### config.mk
export PLATFORM = sky130hd
export DESIGN_NAME = flash_cmd_decoder
export DESIGN_NICKNAME = d
export VERILOG_FILES = /design/src/rtl/flash_cmd_pkg.sv /design/src/rtl/flash_cmd_seq.sv /design/src/rtl/flash_prot_ram.sv /design/src/rtl/flash_id_read.sv /design/src/rtl/flash_cmd_decoder.sv
export SDC_FILE = /design/constraint.sdc
export NUM_CORES = 1
export LEC_CHECK = 0
export ABC_AREA = 1
export BUFFER_PORTS_ARGS = -buffer_cell sky130_fd_sc_hd__buf_2
export CORE_ASPECT_RATIO = 0.75
export CORE_MARGIN = 4
export CORE_UTILIZATION = 52
export DETAILED_ROUTE_END_ITERATION = 10
export GPL_ROUTABILITY_DRIVEN = 0
export HOLD_SLACK_MARGIN = 0.03
export PLACE_DENSITY = 0.84
export SKIP_LAST_GASP = 1
export SYNTH_ARGS = -nofsm -noshare
export SYNTH_HDL_FRONTEND = slang
export SYNTH_HIERARCHICAL = 1
export SYNTH_SLANG_ARGS = --single-unit
### constraint.sdc
create_clock -name clk -period 1.2 [get_ports clk]
set_clock_uncertainty 0.05 [all_clocks]
set_input_delay 0.12 -clock clk [delete_from_list [all_inputs] [get_ports clk]]
set_output_delay 0.12 -clock clk [all_outputs]
set_load 0.01 [all_outputs]
### src/rtl/flash_cmd_pkg.sv
package flash_cmd_pkg;
  localparam int KEY_W = 12;
  localparam logic [KEY_W-1:0] KEY1_ADDR = 12'h555;
  localparam logic [KEY_W-1:0] KEY2_ADDR = 12'h2AA;
  localparam logic [KEY_W-1:0] OP_ADDR   = 12'h555;
  localparam logic [7:0] KEY1_DATA = 8'hAA;
  localparam logic [7:0] KEY2_DATA = 8'h55;
  localparam logic [7:0] OP_RETURN = 8'hF0;
  localparam logic [7:0] OP_IDENT  = 8'h90;
  localparam logic [7:0] OP_PROG   = 8'hA0;

  typedef enum logic [1:0] {
    SEQ_IDLE,
    SEQ_KEY1,
    SEQ_KEY2,
    SEQ_PROG
  } seq_t;

  typedef enum logic [1:0] {
    RK_NONE,
    RK_MFR,
    RK_DEV,
    RK_PROT
  } rkind_t;
endpackage

### src/rtl/flash_cmd_seq.sv
module flash_cmd_seq
  import flash_cmd_pkg::*;
#(
  parameter int ADDR_W = 20
) (
  input  logic              clk,
  input  logic              rst,
  input  logic              wr_valid,
  input  logic [ADDR_W-1:0] wr_addr,
  input  logic [7:0]        wr_data,
  input  logic              busy,
  input  logic              erase_active,
  output logic              reset_pulse,
  output logic              id_pulse,
  output logic              prog_start,
  output logic [ADDR_W-1:0] prog_addr,
  output logic [7:0]        prog_data,
  output logic              id_mode
);
  seq_t st;
  logic [KEY_W-1:0] key_a;
  logic is_ret, op_ok, ret_ok;

  assign key_a  = wr_addr[KEY_W-1:0];
  assign is_ret = (wr_data == OP_RETURN);
  assign op_ok  = (key_a == OP_ADDR);
  assign ret_ok = wr_valid && is_ret && !erase_active &&
                  ((st == SEQ_IDLE) || (st == SEQ_KEY2));

  always_ff @(posedge clk) begin
    if (rst) begin
      st          <= SEQ_IDLE;
      reset_pulse <= 1'b0;
      id_pulse    <= 1'b0;
      prog_start  <= 1'b0;
      prog_addr   <= '0;
      prog_data   <= '0;
      id_mode     <= 1'b0;
    end else begin
      reset_pulse <= 1'b0;
      id_pulse    <= 1'b0;
      prog_start  <= 1'b0;
      if (ret_ok) begin
        reset_pulse <= 1'b1;
        id_mode     <= 1'b0;
      end
      if (wr_valid) begin
        unique case (st)
          SEQ_IDLE: begin
            if (!is_ret && key_a == KEY1_ADDR && wr_data == KEY1_DATA)
              st <= SEQ_KEY1;
          end
          SEQ_KEY1: begin
            st <= (key_a == KEY2_ADDR && wr_data == KEY2_DATA) ? SEQ_KEY2 : SEQ_IDLE;
          end
          SEQ_KEY2: begin
            st <= SEQ_IDLE;
            if (op_ok && wr_data == OP_IDENT) begin
              id_pulse <= 1'b1;
              id_mode  <= 1'b1;
            end else if (op_ok && wr_data == OP_PROG && !busy) begin
              st <= SEQ_PROG;
            end
          end
          SEQ_PROG: begin
            st         <= SEQ_IDLE;
            prog_start <= 1'b1;
            prog_addr  <= wr_addr;
            prog_data  <= wr_data;
          end
          default: st <= SEQ_IDLE;
        endcase
      end
    end
  end
endmodule

### src/rtl/flash_prot_ram.sv
module flash_prot_ram #(
  parameter int BLK_W = 7
) (
  input  logic             clk,
  input  logic             we,
  input  logic [BLK_W-1:0] waddr,
  input  logic             wbit,
  input  logic [BLK_W-1:0] raddr,
  output logic             rbit
);
  localparam int NBLK = 1 << BLK_W;
  logic mem [NBLK];

  always_ff @(posedge clk) begin
    if (we) mem[waddr] <= wbit;
    rbit <= mem[raddr];
  end
endmodule

### src/rtl/flash_id_read.sv
module flash_id_read
  import flash_cmd_pkg::*;
#(
  parameter logic [7:0] MFR_CODE = 8'h20,
  parameter logic [7:0] DEV_CODE = 8'hD2
) (
  input  logic       clk,
  input  logic       rst,
  input  logic       rd_valid,
  input  logic       a0,
  input  logic       a1,
  input  logic       a6,
  input  logic       id_mode,
  input  logic       prot_bit,
  output logic [7:0] rd_data,
  output logic       rd_ack,
  output logic       rd_id
);
  rkind_t kind_q, kind_d;

  always_comb begin
    kind_d = RK_NONE;
    if (!a1 && !a0)           kind_d = RK_MFR;
    else if (!a1 && a0)       kind_d = RK_DEV;
    else if (a1 && !a0 && !a6) kind_d = RK_PROT;
  end

  always_ff @(posedge clk) begin
    if (rst) begin
      rd_ack <= 1'b0;
      rd_id  <= 1'b0;
      kind_q <= RK_NONE;
    end else begin
      rd_ack <= rd_valid;
      if (rd_valid) begin
        rd_id  <= id_mode;
        kind_q <= id_mode ? kind_d : RK_NONE;
      end
    end
  end

  always_comb begin
    unique case (kind_q)
      RK_MFR:  rd_data = MFR_CODE;
      RK_DEV:  rd_data = DEV_CODE;
      RK_PROT: rd_data = {7'd0, prot_bit};
      default: rd_data = 8'h00;
    endcase
  end
endmodule

### src/rtl/flash_cmd_decoder.sv
module flash_cmd_decoder #(
  parameter int         ADDR_W   = 20,
  parameter int         BLK_W    = 7,
  parameter logic [7:0] MFR_CODE = 8'h20,
  parameter logic [7:0] DEV_CODE = 8'hD2
) (
  input  logic              clk,
  input  logic              rst,
  input  logic              wr_valid,
  input  logic [ADDR_W-1:0] wr_addr,
  input  logic [7:0]        wr_data,
  input  logic              busy,
  input  logic              erase_active,
  input  logic              rd_valid,
  input  logic [ADDR_W-1:0] rd_addr,
  output logic [7:0]        rd_data,
  output logic              rd_ack,
  output logic              rd_id,
  input  logic              prot_we,
  input  logic [BLK_W-1:0]  prot_blk,
  input  logic              prot_set,
  output logic              reset_pulse,
  output logic              id_pulse,
  output logic              prog_start,
  output logic [ADDR_W-1:0] prog_addr,
  output logic [7:0]        prog_data,
  output logic              id_mode
);
  localparam int BLK_LSB = ADDR_W - BLK_W;

  logic prot_bit;
  logic unused_rd_bits;
  assign unused_rd_bits = ^{rd_addr[BLK_LSB-1:7], rd_addr[5:2]};

  flash_cmd_seq #(.ADDR_W(ADDR_W)) u_seq (
    .clk, .rst, .wr_valid, .wr_addr, .wr_data, .busy, .erase_active,
    .reset_pulse, .id_pulse, .prog_start, .prog_addr, .prog_data, .id_mode
  );

  flash_prot_ram #(.BLK_W(BLK_W)) u_prot (
    .clk   (clk),
    .we    (prot_we),
    .waddr (prot_blk),
    .wbit  (prot_set),
    .raddr (rd_addr[ADDR_W-1:BLK_LSB]),
    .rbit  (prot_bit)
  );

  flash_id_read #(.MFR_CODE(MFR_CODE), .DEV_CODE(DEV_CODE)) u_idrd (
    .clk      (clk),
    .rst      (rst),
    .rd_valid (rd_valid),
    .a0       (rd_addr[0]),
    .a1       (rd_addr[1]),
    .a6       (rd_addr[6]),
    .id_mode  (id_mode),
    .prot_bit (prot_bit),
    .rd_data  (rd_data),
    .rd_ack   (rd_ack),
    .rd_id    (rd_id)
  );
endmodule

Word level (Yosys, flattened, before mapping)

Memory sizes are Yosys's and may differ from the RTL's. A register that Yosys moved wholly into a read port is not among the register bits.
Index checks and enable logic that the tools add are counted.

$lt $le $gt $ge: 0
Bitwise operators: 2
Div/mod/pow operators: 0
Add/subtract/negate cells: 0
Multiply operators: 0
Shift operators: 0
Equal/unequal tests: 14
Multiplexer cells: 19
Reduce and logical (&&, ||, !) cells: 25

Operator list:

| operator                                              | number |
|---|---|
| equality test 8 bit, second input constant            | 4 |
| case mux 8 bit (3 select lines)                       | 1 |
| 2-to-1 mux 2 bit                                      | 8 |
| logical AND 1 bit                                     | 13 |
| equality test 12 x 10 -> 1 bit, second input constant | 1 |
| equality test 12 x 11 -> 1 bit, second input constant | 1 |
| 2-to-1 mux 1 bit                                      | 9 |
| equality test 2 bit, second input constant            | 4 |
| equality test 8 x 7 -> 1 bit, second input constant   | 1 |
| case mux 2 bit (4 select lines)                       | 1 |
| logical NOT 1 bit                                     | 6 |
| equality test 2 x 1 -> 1 bit, second input constant   | 2 |
| AND reduction 2 bit                                   | 2 |
| OR reduction 3 bit                                    | 1 |
| logical NOT 2 bit                                     | 1 |
| inequality test 2 bit, second input constant          | 1 |
| inverter 1 bit                                        | 2 |
| OR reduction 2 bit                                    | 1 |
| logical OR 1 bit                                      | 1 |

Bits in read-only memories: 0
Memories kept: 1
Register bits: 38
Bits in writable memories: 128
Output and inout port bits: 42
Latch bits: 0
Input port bits: 63
Word-level logic and storage cells: 71

Memories:

| memory     | depth | width | read ports | clocked after memory_dff | write ports | RTL line             | RTL |
|---|---|---|---|---|---|---|---|
| u_prot.mem | 128   | 1     | 1          | 1                        | 1           | flash_prot_ram.sv:12 | `logic mem [NBLK];` |

Depth between registers and ports, before layout

Gate-level depths: netlist of run 1.

Word-level depth: 8
Depth in mapped cells: 12

Modules after synthesis

Netlist of run 1, hierarchy kept.

By module, submodules not included:

| module         | sequential area each (um^2) | cells an instance | area each (um^2) | instances |
|---|---|---|---|---|
| flash_prot_ram | 3,863.7                     | 620               | 5,926.9          | 1 |
| flash_cmd_seq  | 680.7                       | 211               | 1,514.0          | 1 |
| flash_id_read  | 80.1                        | 32                | 214.0            | 1 |

Worst setup path before layout of run 1

OpenSTA, ideal clock, no wires.

Kind: input port to flip-flop
Start point: input port prot_we
End point: memory u_prot.mem[105], enable pin
Stages on the path: 4
Data arrival time: 0.833 ns
Data required time: 0.850 ns
Slack: 0.017 ns
Cells stage by stage: clkbuf_1 -> nand2_1 -> clkbuf_1 -> nor2_1

Cells in the longest elaborated chain, start to end: 2

Ends and longest elaborated chain:

| element                                | RTL line                | RTL |
|---|---|---|
| start: declaration                     | flash_cmd_decoder.sv:19 | `input logic prot_we,` |
| 2-to-1 mux 1 bit                       | flash_prot_ram.sv:15    | `if (we) mem[waddr] <= wbit;` |
| 2-to-1 mux 1 bit (not written as such) | flash_prot_ram.sv:15    |  |
| end: declaration                       | flash_prot_ram.sv:12    |  |

No other way between the ends.

==> results by group, run 1 <==
Routing
  • Initial DRC Count: 1,429
  • ANT nets after route: 0
  • Vias: 7,203
  • DR vias/cell: 5.894
  • DRC: 0
  • WL/cell: 19.14 um
  • Wirelength, routed: 23.40 mm
  • Detailed Routing Iterations Pass 1: 7

GRT
  • Initial antenna violation count: 0
  • Number of global-route vias before repair: 6,728
  • Total grt overflow: 0
  • Overall routing resource usage: 26.83%
  • First-pass GRT wire length: around 35 mm
  • Largest net degree at the start of global routing: 129

Run status
  • Violated checks: negative setup slack
  • Outcome: finished with violations

Synth
  • #FFs+latches synth: 167
  • Sequential fraction of the synthesis area: between 60% and 70%
  • Synthesized cell area: between 7000 and 8000 um2
  • Mapped Cells: 863
  • Yosys cell types: 21
  • Mean Syn Cell Area: 8.870 um2
  • Synth warnings: 6

Clocking
  • Clock sink total: roughly 170
  • Number of buffers created by CTS: 17
  • CTS tree: yes
  • Clock Latency Late Sink: 0.43 ns
  • Clock slew at reported path FFs: 0.06 ns
  • H-tree depth: 4
  • Clk root buf: clkbuf_16
  • Max clock buf depth: 2

Die
  • Die Y: roughly 110 um
  • Core area: 14,450 um2
  • Chip width: 148.1 um
  • I/O pin cnt: 105
  • Starting Density: 52.96%
  • Die area: 16,750 um2
  • Row Count: 38

Timing
  • Final Max Slew Viols: 0
  • # setup viols final: 11
  • Worst setup margin: -0.1252 ns
  • RSZ-0062 raised after global routing: yes
  • Fin crit share: 110.4%
  • Min cycle time layout: 1.325 ns
  • Final hold violations: 0
  • Fmax: 0.7546 GHz

Min path
  • Hold WC Path Type: primary input to register

Pwr
  • VDD IR max: between 1000 and 1500 uV
  • Reg power frac: 48.9%
  • Switch share: 22.70%
  • Clk pwr share: between 40% and 50%
  • Cell Int Power: 9.872 mW
  • P_leak: 3.784 nW
  • Power per standard cell area: 1309 nW/um2
  • Combinational share of power: approximately 8.7%
  • Sw Pwr: 2.898 mW

Placed design
  • Placement-stage cell area: 8594 um2
  • Post-DP HPWL: 12.57 mm
  • Pre-CTS setup slack: -0.2359 ns
  • Cell total after placement: 1,156
  • PortBufs: 92

Layout
  • Register area: 4634 um2
  • Diode count: 0
  • Final nets: 1,073
  • Fillers: 1,012
  • Footprint of the multi-input gates: around 2700 um2
  • Cell Count, Final, Fillers Out: 1,222
  • Synth-to-Final Area Change: 27.46%
  • Fraction of layout cells with a size suffix above 1: about 22%
  • Final Util: 67.50%
  • Cell area after layout: 9757 um2

Critical path
  • Worst Setup Path Type: register to register
  • Crit path required time: about 1.5 ns
  • Startpoint Class: register
  • Crit Path Max Fanout: 1
  • CP endpoint kind: register
  • CP Data Arrival Time: between 1.5 and 2 ns

Job
  • Max-cap violations: 0
==> final cells by class <==
type                       instances  area share [%]
clock inverter                    11           1.359
tap                              200           2.565
sequential                       167           47.50
inverter                          44           1.693
timing repair buffer             182           14.53
multi-input combinational        598           27.88
clock buffer                      20           4.476
==> routing by layer <==
metal,up-vias,wire (um),global-route usage [%]
met4,0,1279,14.34
li1,3188,-,-
met1,3282,8601,36.40
met3,127,2838,6.445
met5,-,0,0
met2,606,10680,40.29
==> cell usage after synthesis, drive strengths merged <==
library cell,count,share of area (%)
edfxtp,128,50
nor3,13,0.85
buf,38,3.3
a21oi,34,2.3
nand3,127,8.3
nand3b,1,0.098
nor2,156,7.7
clkbuf,17,0.83
dfxtp,39,10
o21ai,2,0.13
nand2,232,11
nand4,31,2.5
conb,1,0.049
inv,44,2.2
==> through the flow <==
step	hold WS [ns]	power [mW]	TNS (ns)
2_1_floorplan	0.1324	6.847	0
3_3_place_gp	0.3281	7.267	-12.95
3_5_place_dp	0.3319	7.286	-15.85
4_1_cts	0.07953	12.66	-0.6775
5_1_grt	0.1152	13.12	-1.400
6_report	0.09737	12.77	-0.7722
==> state kept, by name (all words and copies together), names as in the netlist <==
| register | count |
|---|---|
| u_prot/mem | 128 |
| u_seq/prog_addr | 20 |
| u_seq/prog_data | 8 |
| u_idrd/kind_q | 2 |
| u_seq/st | 2 |
| u_idrd/rd_ack | 1 |
| u_idrd/rd_id | 1 |
| u_prot/rbit | 1 |
| u_seq/id_mode | 1 |
| u_seq/id_pulse | 1 |
| u_seq/prog_start | 1 |
| u_seq/reset_pulse | 1 |
==> cells by family after synthesis <==
group / Yosys count / share of synthesized area (%)
AO/OA/AOI/OAI: 36 / 2.452
buffers and inverters: 99 / 6.244
flip-flops: 167 / 60.41
other: 1 / 0.04899
AND/OR/NAND/NOR: 560 / 30.84
==> cells in the final DEF, fill, tap and decap left out, types with 21 or more instances in the layout <==
| master | count |
|---|---|
| buf_4 | 46 |
| a21oi_1 | 31 |
| nor2_1 | 146 |
| nand3_2 | 21 |
| edfxtp_1 | 128 |
| nand2_1 | 225 |
| dfxtp_1 | 35 |
| nand4_1 | 31 |
| dlygate4sd3_1 | 32 |
| buf_2 | 82 |
| inv_1 | 37 |
| nand3_1 | 106 |
==> worst max-delay path, cell delays in order, from the launching register on <==
cell	delay (ns)
edfxtp_1	0.41
nand2_1	0.09
nand3_1	0.08
nand3_1	0.12
nand3_1	0.10
nand2_1	0.08
nand2_1	0.05
nand3_1	0.08
nand2_1	0.06
nand2_1	0.06
nand2_1	0.05
==> final timing paths <==
kind / cells after the start / from / end / slack [ns]
hold / removal: 6 / rd_addr[17] / u_prot/rbit / 0.1
setup / recovery: 10 / u_prot/mem[103] / u_prot/rbit / -0.13
setup reg to reg: 10 / u_prot/mem[103] / u_prot/rbit / -0.13
hold reg to reg: 2 / u_seq/prog_addr[18] / u_seq/prog_addr[18] / 0.41
==> repair_timing <==
item	CTS	global route
hold buffers	37	0
endpoints found under the setup margin	9	23
buffers inserted	1	1
pin swaps	13	27
resized for setup	22	43
gates cloned	0	2
hold endpoints to repair	38	0
==> power groups by stage <==
stage	clock, mW	combinational, mW	sequential (mW)
floorplan	0	0.481	6.37
global placement	0	0.899	6.37
detailed placement	0	0.918	6.37
CTS	5.38	1.03	6.24
global route	5.68	1.19	6.24
finish	5.42	1.11	6.24
Power figures use the tool's default switching activity.
==> inputs of run 2 (changes only) <==
--- a/config.mk
+++ b/config.mk
@@ -5,7 +5,7 @@
 export SDC_FILE = /design/constraint.sdc
 export NUM_CORES = 1
 export LEC_CHECK = 0
-export ABC_AREA = 1
+export ABC_AREA = 0
 export BUFFER_PORTS_ARGS = -buffer_cell sky130_fd_sc_hd__buf_2
 export CORE_ASPECT_RATIO = 0.75
 export CORE_MARGIN = 4
==> run 2 against run 1 <==
The run still ends with negative setup slack left. Fmax down 36%. First-iteration DRC count shrank 25%. Routed wire length increased by 0.85%. Global-route usage shrank 0.22 points. Die area down 4.4%. Combinational power decreased by 4%. Non-clock buffer count up 30. Clock power down 0.9%. Cell count decreased by 21%. Highest routed layer unchanged.
==> results by group, run 2 <==
Die
  • Core area: 13,750 um2 (was 14,450 um2)
  • Die area: 16,020 um2 (was 16,750 um2)
  • I/O pin cnt: 105 (unchanged)
  • Starting Density: 53.09% (was 52.96%)
  • Die Y: 110.6 um (was 113.1 um)
  • Row Count: 37 (was 38)
  • Chip width: 144.8 um (was 148.1 um)

Timing
  • # setup viols final: 38 (was 11)
  • Worst relative slew slack: 63.79%
  • Fin crit share: 173.1% (was 110.4%)
  • Fmax: 0.4814 GHz (was 0.7546 GHz)
  • Worst-Margin Slew: 0.5358 ns
  • Min cycle time layout: 2.077 ns (was 1.325 ns)
  • Final TNS setup: -4.013 ns (was -0.7722 ns)
  • Final hold violations: 0 (unchanged)
  • Worst setup margin: -0.8774 ns (was -0.1252 ns)
  • RSZ-0062 raised after global routing: yes (unchanged)
  • Final Max Slew Viols: 0 (unchanged)

Clocking
  • Clock Latency Late Sink: 0.44 ns (was 0.43 ns)
  • Number of buffers created by CTS: 17 (unchanged)
  • H-tree depth: 4 (unchanged)
  • Clock sink total: 167 (unchanged)
  • Max clock buf depth: 2 (unchanged)
  • Clk root buf: clkbuf_16 (unchanged)
  • Clock slew at reported path FFs: 0.07 ns (was 0.06 ns)
  • CTS tree: yes (unchanged)

Critical path
  • CP endpoint kind: register (unchanged)
  • CP Data Arrival Time: 2.34 ns (was 1.60 ns)
  • R2r startpoint: u_prot/mem[0] (was u_prot/mem[103])
  • RR Endpoint: u_prot/rbit (unchanged)
  • Worst Setup Path Type: register to register (unchanged)
  • Startpoint Class: register (unchanged)
  • Crit path required time: 1.46 ns (was 1.47 ns)
  • R2R setup slack: -0.88 ns (was -0.13 ns)
  • Crit Path Max Fanout: 1 (unchanged)
  • Reg2reg path depth: 5 (was 10)

Synth
  • #FFs+latches synth: 167 (unchanged)
  • Post-synth ARST share: 0% (unchanged)
  • Sequential fraction of the synthesis area: 63.35% (was 60.41%)
  • Largest cells by area after synthesis: edfxtp_1 53%, dfxtp_1 11%, mux4_2 8.0%, nor2_1 7.0%, nand2_1 4.2% (was edfxtp_1 50%, nand2_1 11%, dfxtp_1 10%, nand3_1 8.3%, nor2_1 7.6%)
  • EDFF count, synth: 128 (unchanged)
  • Mean Syn Cell Area: 12.39 um2 (was 8.870 um2)
  • Synthesized cell area: 7300 um2 (was 7655 um2)
  • Synth warnings: 6 (unchanged)
  • Share of the synthesized area in the top cell type: 52.66% (was 50.21%)
  • Mapped Cells: 589 (was 863)
  • Most frequent cells after synthesis: 136 x nor2_1, 128 x edfxtp_1, 82 x nand2_1 (was 232 x nand2_1, 155 x nor2_1, 128 x edfxtp_1)
  • Post-synth top area cell: edfxtp_1 (unchanged)
  • Yosys cell types: 46 (was 21)
  • Most common flop cell mapped by yosys: edfxtp_1 (unchanged)
  • Most numerous cell in the Yosys netlist: nor2_1 (was nand2_1)

Placed design
  • PortBufs: 92 (unchanged)
  • Post-DP HPWL: 12.17 mm (was 12.57 mm)
  • Placement-stage cell area: 8504 um2 (was 8594 um2)

Layout
  • Final nets: 846 (was 1,073)
  • Synth-to-Final Area Change: 36.13% (was 27.46%)
  • Largest Register: u_prot/mem (unchanged)
  • Fillers: 788 (was 1,012)
  • Diode count: 0 (unchanged)
  • Cell area after layout: 9937 um2 (was 9757 um2)
  • Largest regs: u_prot/mem: 128 flops, u_seq/prog_addr: 20 flops, u_seq/prog_data: 8 flops (unchanged)
  • Max FFs per register: 128 (unchanged)
  • Footprint of the multi-input gates: 2836 um2 (was 2720 um2)
  • Most frequent cells in the layout: 135 x nor2_1, 128 x edfxtp_1, 87 x buf_2, 69 x buf_4, 58 x nand2_1 (was 225 x nand2_1, 146 x nor2_1, 128 x edfxtp_1, 106 x nand3_1, 82 x buf_2)
  • Register area: 4636 um2 (was 4634 um2)
  • Fraction of layout cells with a size suffix above 1: 38.69% (was 21.82%)
  • Commonest non-fill, non-tap cell in the layout: nor2_1 (was nand2_1)

Routing
  • Vias: 6,146 (was 7,203)
  • Detailed Routing Iterations Pass 1: 6 (was 7)
  • WL/cell: 24.30 um (was 19.14 um)
  • DRC: 0 (unchanged)
  • Initial DRC Count: 1,070 (was 1,429)
  • Wirelength, routed: 23.59 mm (was 23.40 mm)
  • ANT nets after route: 0 (unchanged)
  • DR vias/cell: 6.330 (was 5.894)

GRT
  • Overall routing resource usage: 26.62% (was 26.83%)
  • Number of global-route vias before repair: 5,938 (was 6,728)
  • First-pass GRT wire length: 32.24 mm (was 34.90 mm)
  • Total grt overflow: 0 (unchanged)
  • Initial antenna violation count: 0 (unchanged)
  • Largest net degree at the start of global routing: 129 (unchanged)

Pwr
  • Power per standard cell area: 1276 nW/um2 (was 1309 nW/um2)
  • VDD IR max: 1092 uV (was 1354 uV)
  • P_leak: 3.673 nW (was 3.784 nW)

Run status
  • Outcome: finished with violations (unchanged)
  • Violated checks: negative setup slack (unchanged)

Min path
  • WHS Endpoint: u_idrd/kind_q[1] (was u_prot/rbit)
  • Hold path depth: 3 (was 6)
  • Hold WC Path Type: primary input to register (unchanged)
  • Hold Crit Start: rd_valid (was rd_addr[17])

Job
  • Max-cap violations: 0 (unchanged)
## run 2: changes by cell type after synthesis, moves of 7 or more
| cell | change |
|---|---|
| inv_1 | -37 |
| nor3_1 | -7 |
| nand2_1 | -150 |
| mux4_2 | +26 |
| mux4_1 | +7 |
| nor2_1 | -19 |
| mux2i_1 | +11 |
| buf_4 | -10 |
| nand3_1 | -112 |
| nor2b_1 | +14 |
| nand4_1 | -23 |
## run 2: critical path, stage by stage, from the launching register on
cell and delay, ns:
edfxtp_1 0.46, mux4_2 0.54, mux4_2 0.47, and3b_1 0.18, a31oi_1 0.15, nand4_1 0.10
## run 2: final cells by class
cell class | count | share of cell area (%)
clock buffers | 17 | 4.281
repair buffers | 212 | 16.77
clock inverters | 15 | 1.410
well taps | 175 | 2.203
inverters | 3 | 0.1385
multi-input cells | 382 | 28.54
flip-flops and latches | 167 | 46.65
## run 2: worst max-delay path by stage
stage | startpoint | endpoint | slack, ns | cells past startpoint
after floorplan | u_prot/mem[23] | u_prot/rbit | -0.57 | 5
after global placement | rd_addr[14] | u_prot/rbit | -0.72 | 6
after detailed placement | rd_addr[14] | u_prot/rbit | -0.71 | 7
after CTS | u_prot/mem[0] | u_prot/rbit | -0.77 | 5
after global routing | u_prot/mem[0] | u_prot/rbit | -0.89 | 5
final | u_prot/mem[0] | u_prot/rbit | -0.88 | 5
## run 2: report_power, final
group          switching (mW)  leakage [nW]  internal (mW)
Combinational           0.580          1.93          0.488
Clock                    2.47         0.270           2.90
Sequential             0.0122          1.47           6.23
Total                    3.06          3.67           9.62
## run 2: what timing repair did
item                                   CTS  global route
cloned                                   1             3
setup endpoints to repair               38            36
gates resized for setup                 16            92
endpoints found under the hold margin   33             1
hold buffers                            36             1
setup buffers                            0             3
pin swaps                                3            43
## run 2: stage by stage
stage | power (mW) | worst slack [ns] | cells | hold slack [ns] | util (%)
6_report | 12.68 | -0.8774 | 971 | 0.03637 | 72.27
3_3_place_gp | 7.201 | -0.7160 | 896 | 0.3146 | 61.85
4_1_cts | 12.46 | -0.7693 | 965 | 0.03460 | 69.09
5_1_grt | 13.01 | -0.8861 | 971 | 0.03277 | 72.27
2_1_floorplan | 6.763 | -0.5749 | 590 | 0.1416 | -
3_5_place_dp | 7.232 | -0.7111 | 896 | 0.3193 | 61.85
## run 2: kinds of logic (layout without fill, tap and decap cells)
group,after synthesis,after routing,synth area share [%]
AOI/OAI and AO/OA,40,40,3.377
buffers and inverters,41,247,2.845
DFF,167,167,63.35
muxes,44,44,12.05
other,1,2,0.05137
and+or+nand+nor,296,296,18.32
## run 2: per-layer routing
layer	vias up	global-route usage, %	share of wire, %
met3	160	6.580	10
met1	2931	33.05	34
met5	-	0	0
li1	2523	-	-
met2	532	43.12	48
met4	0	13.36	7.4
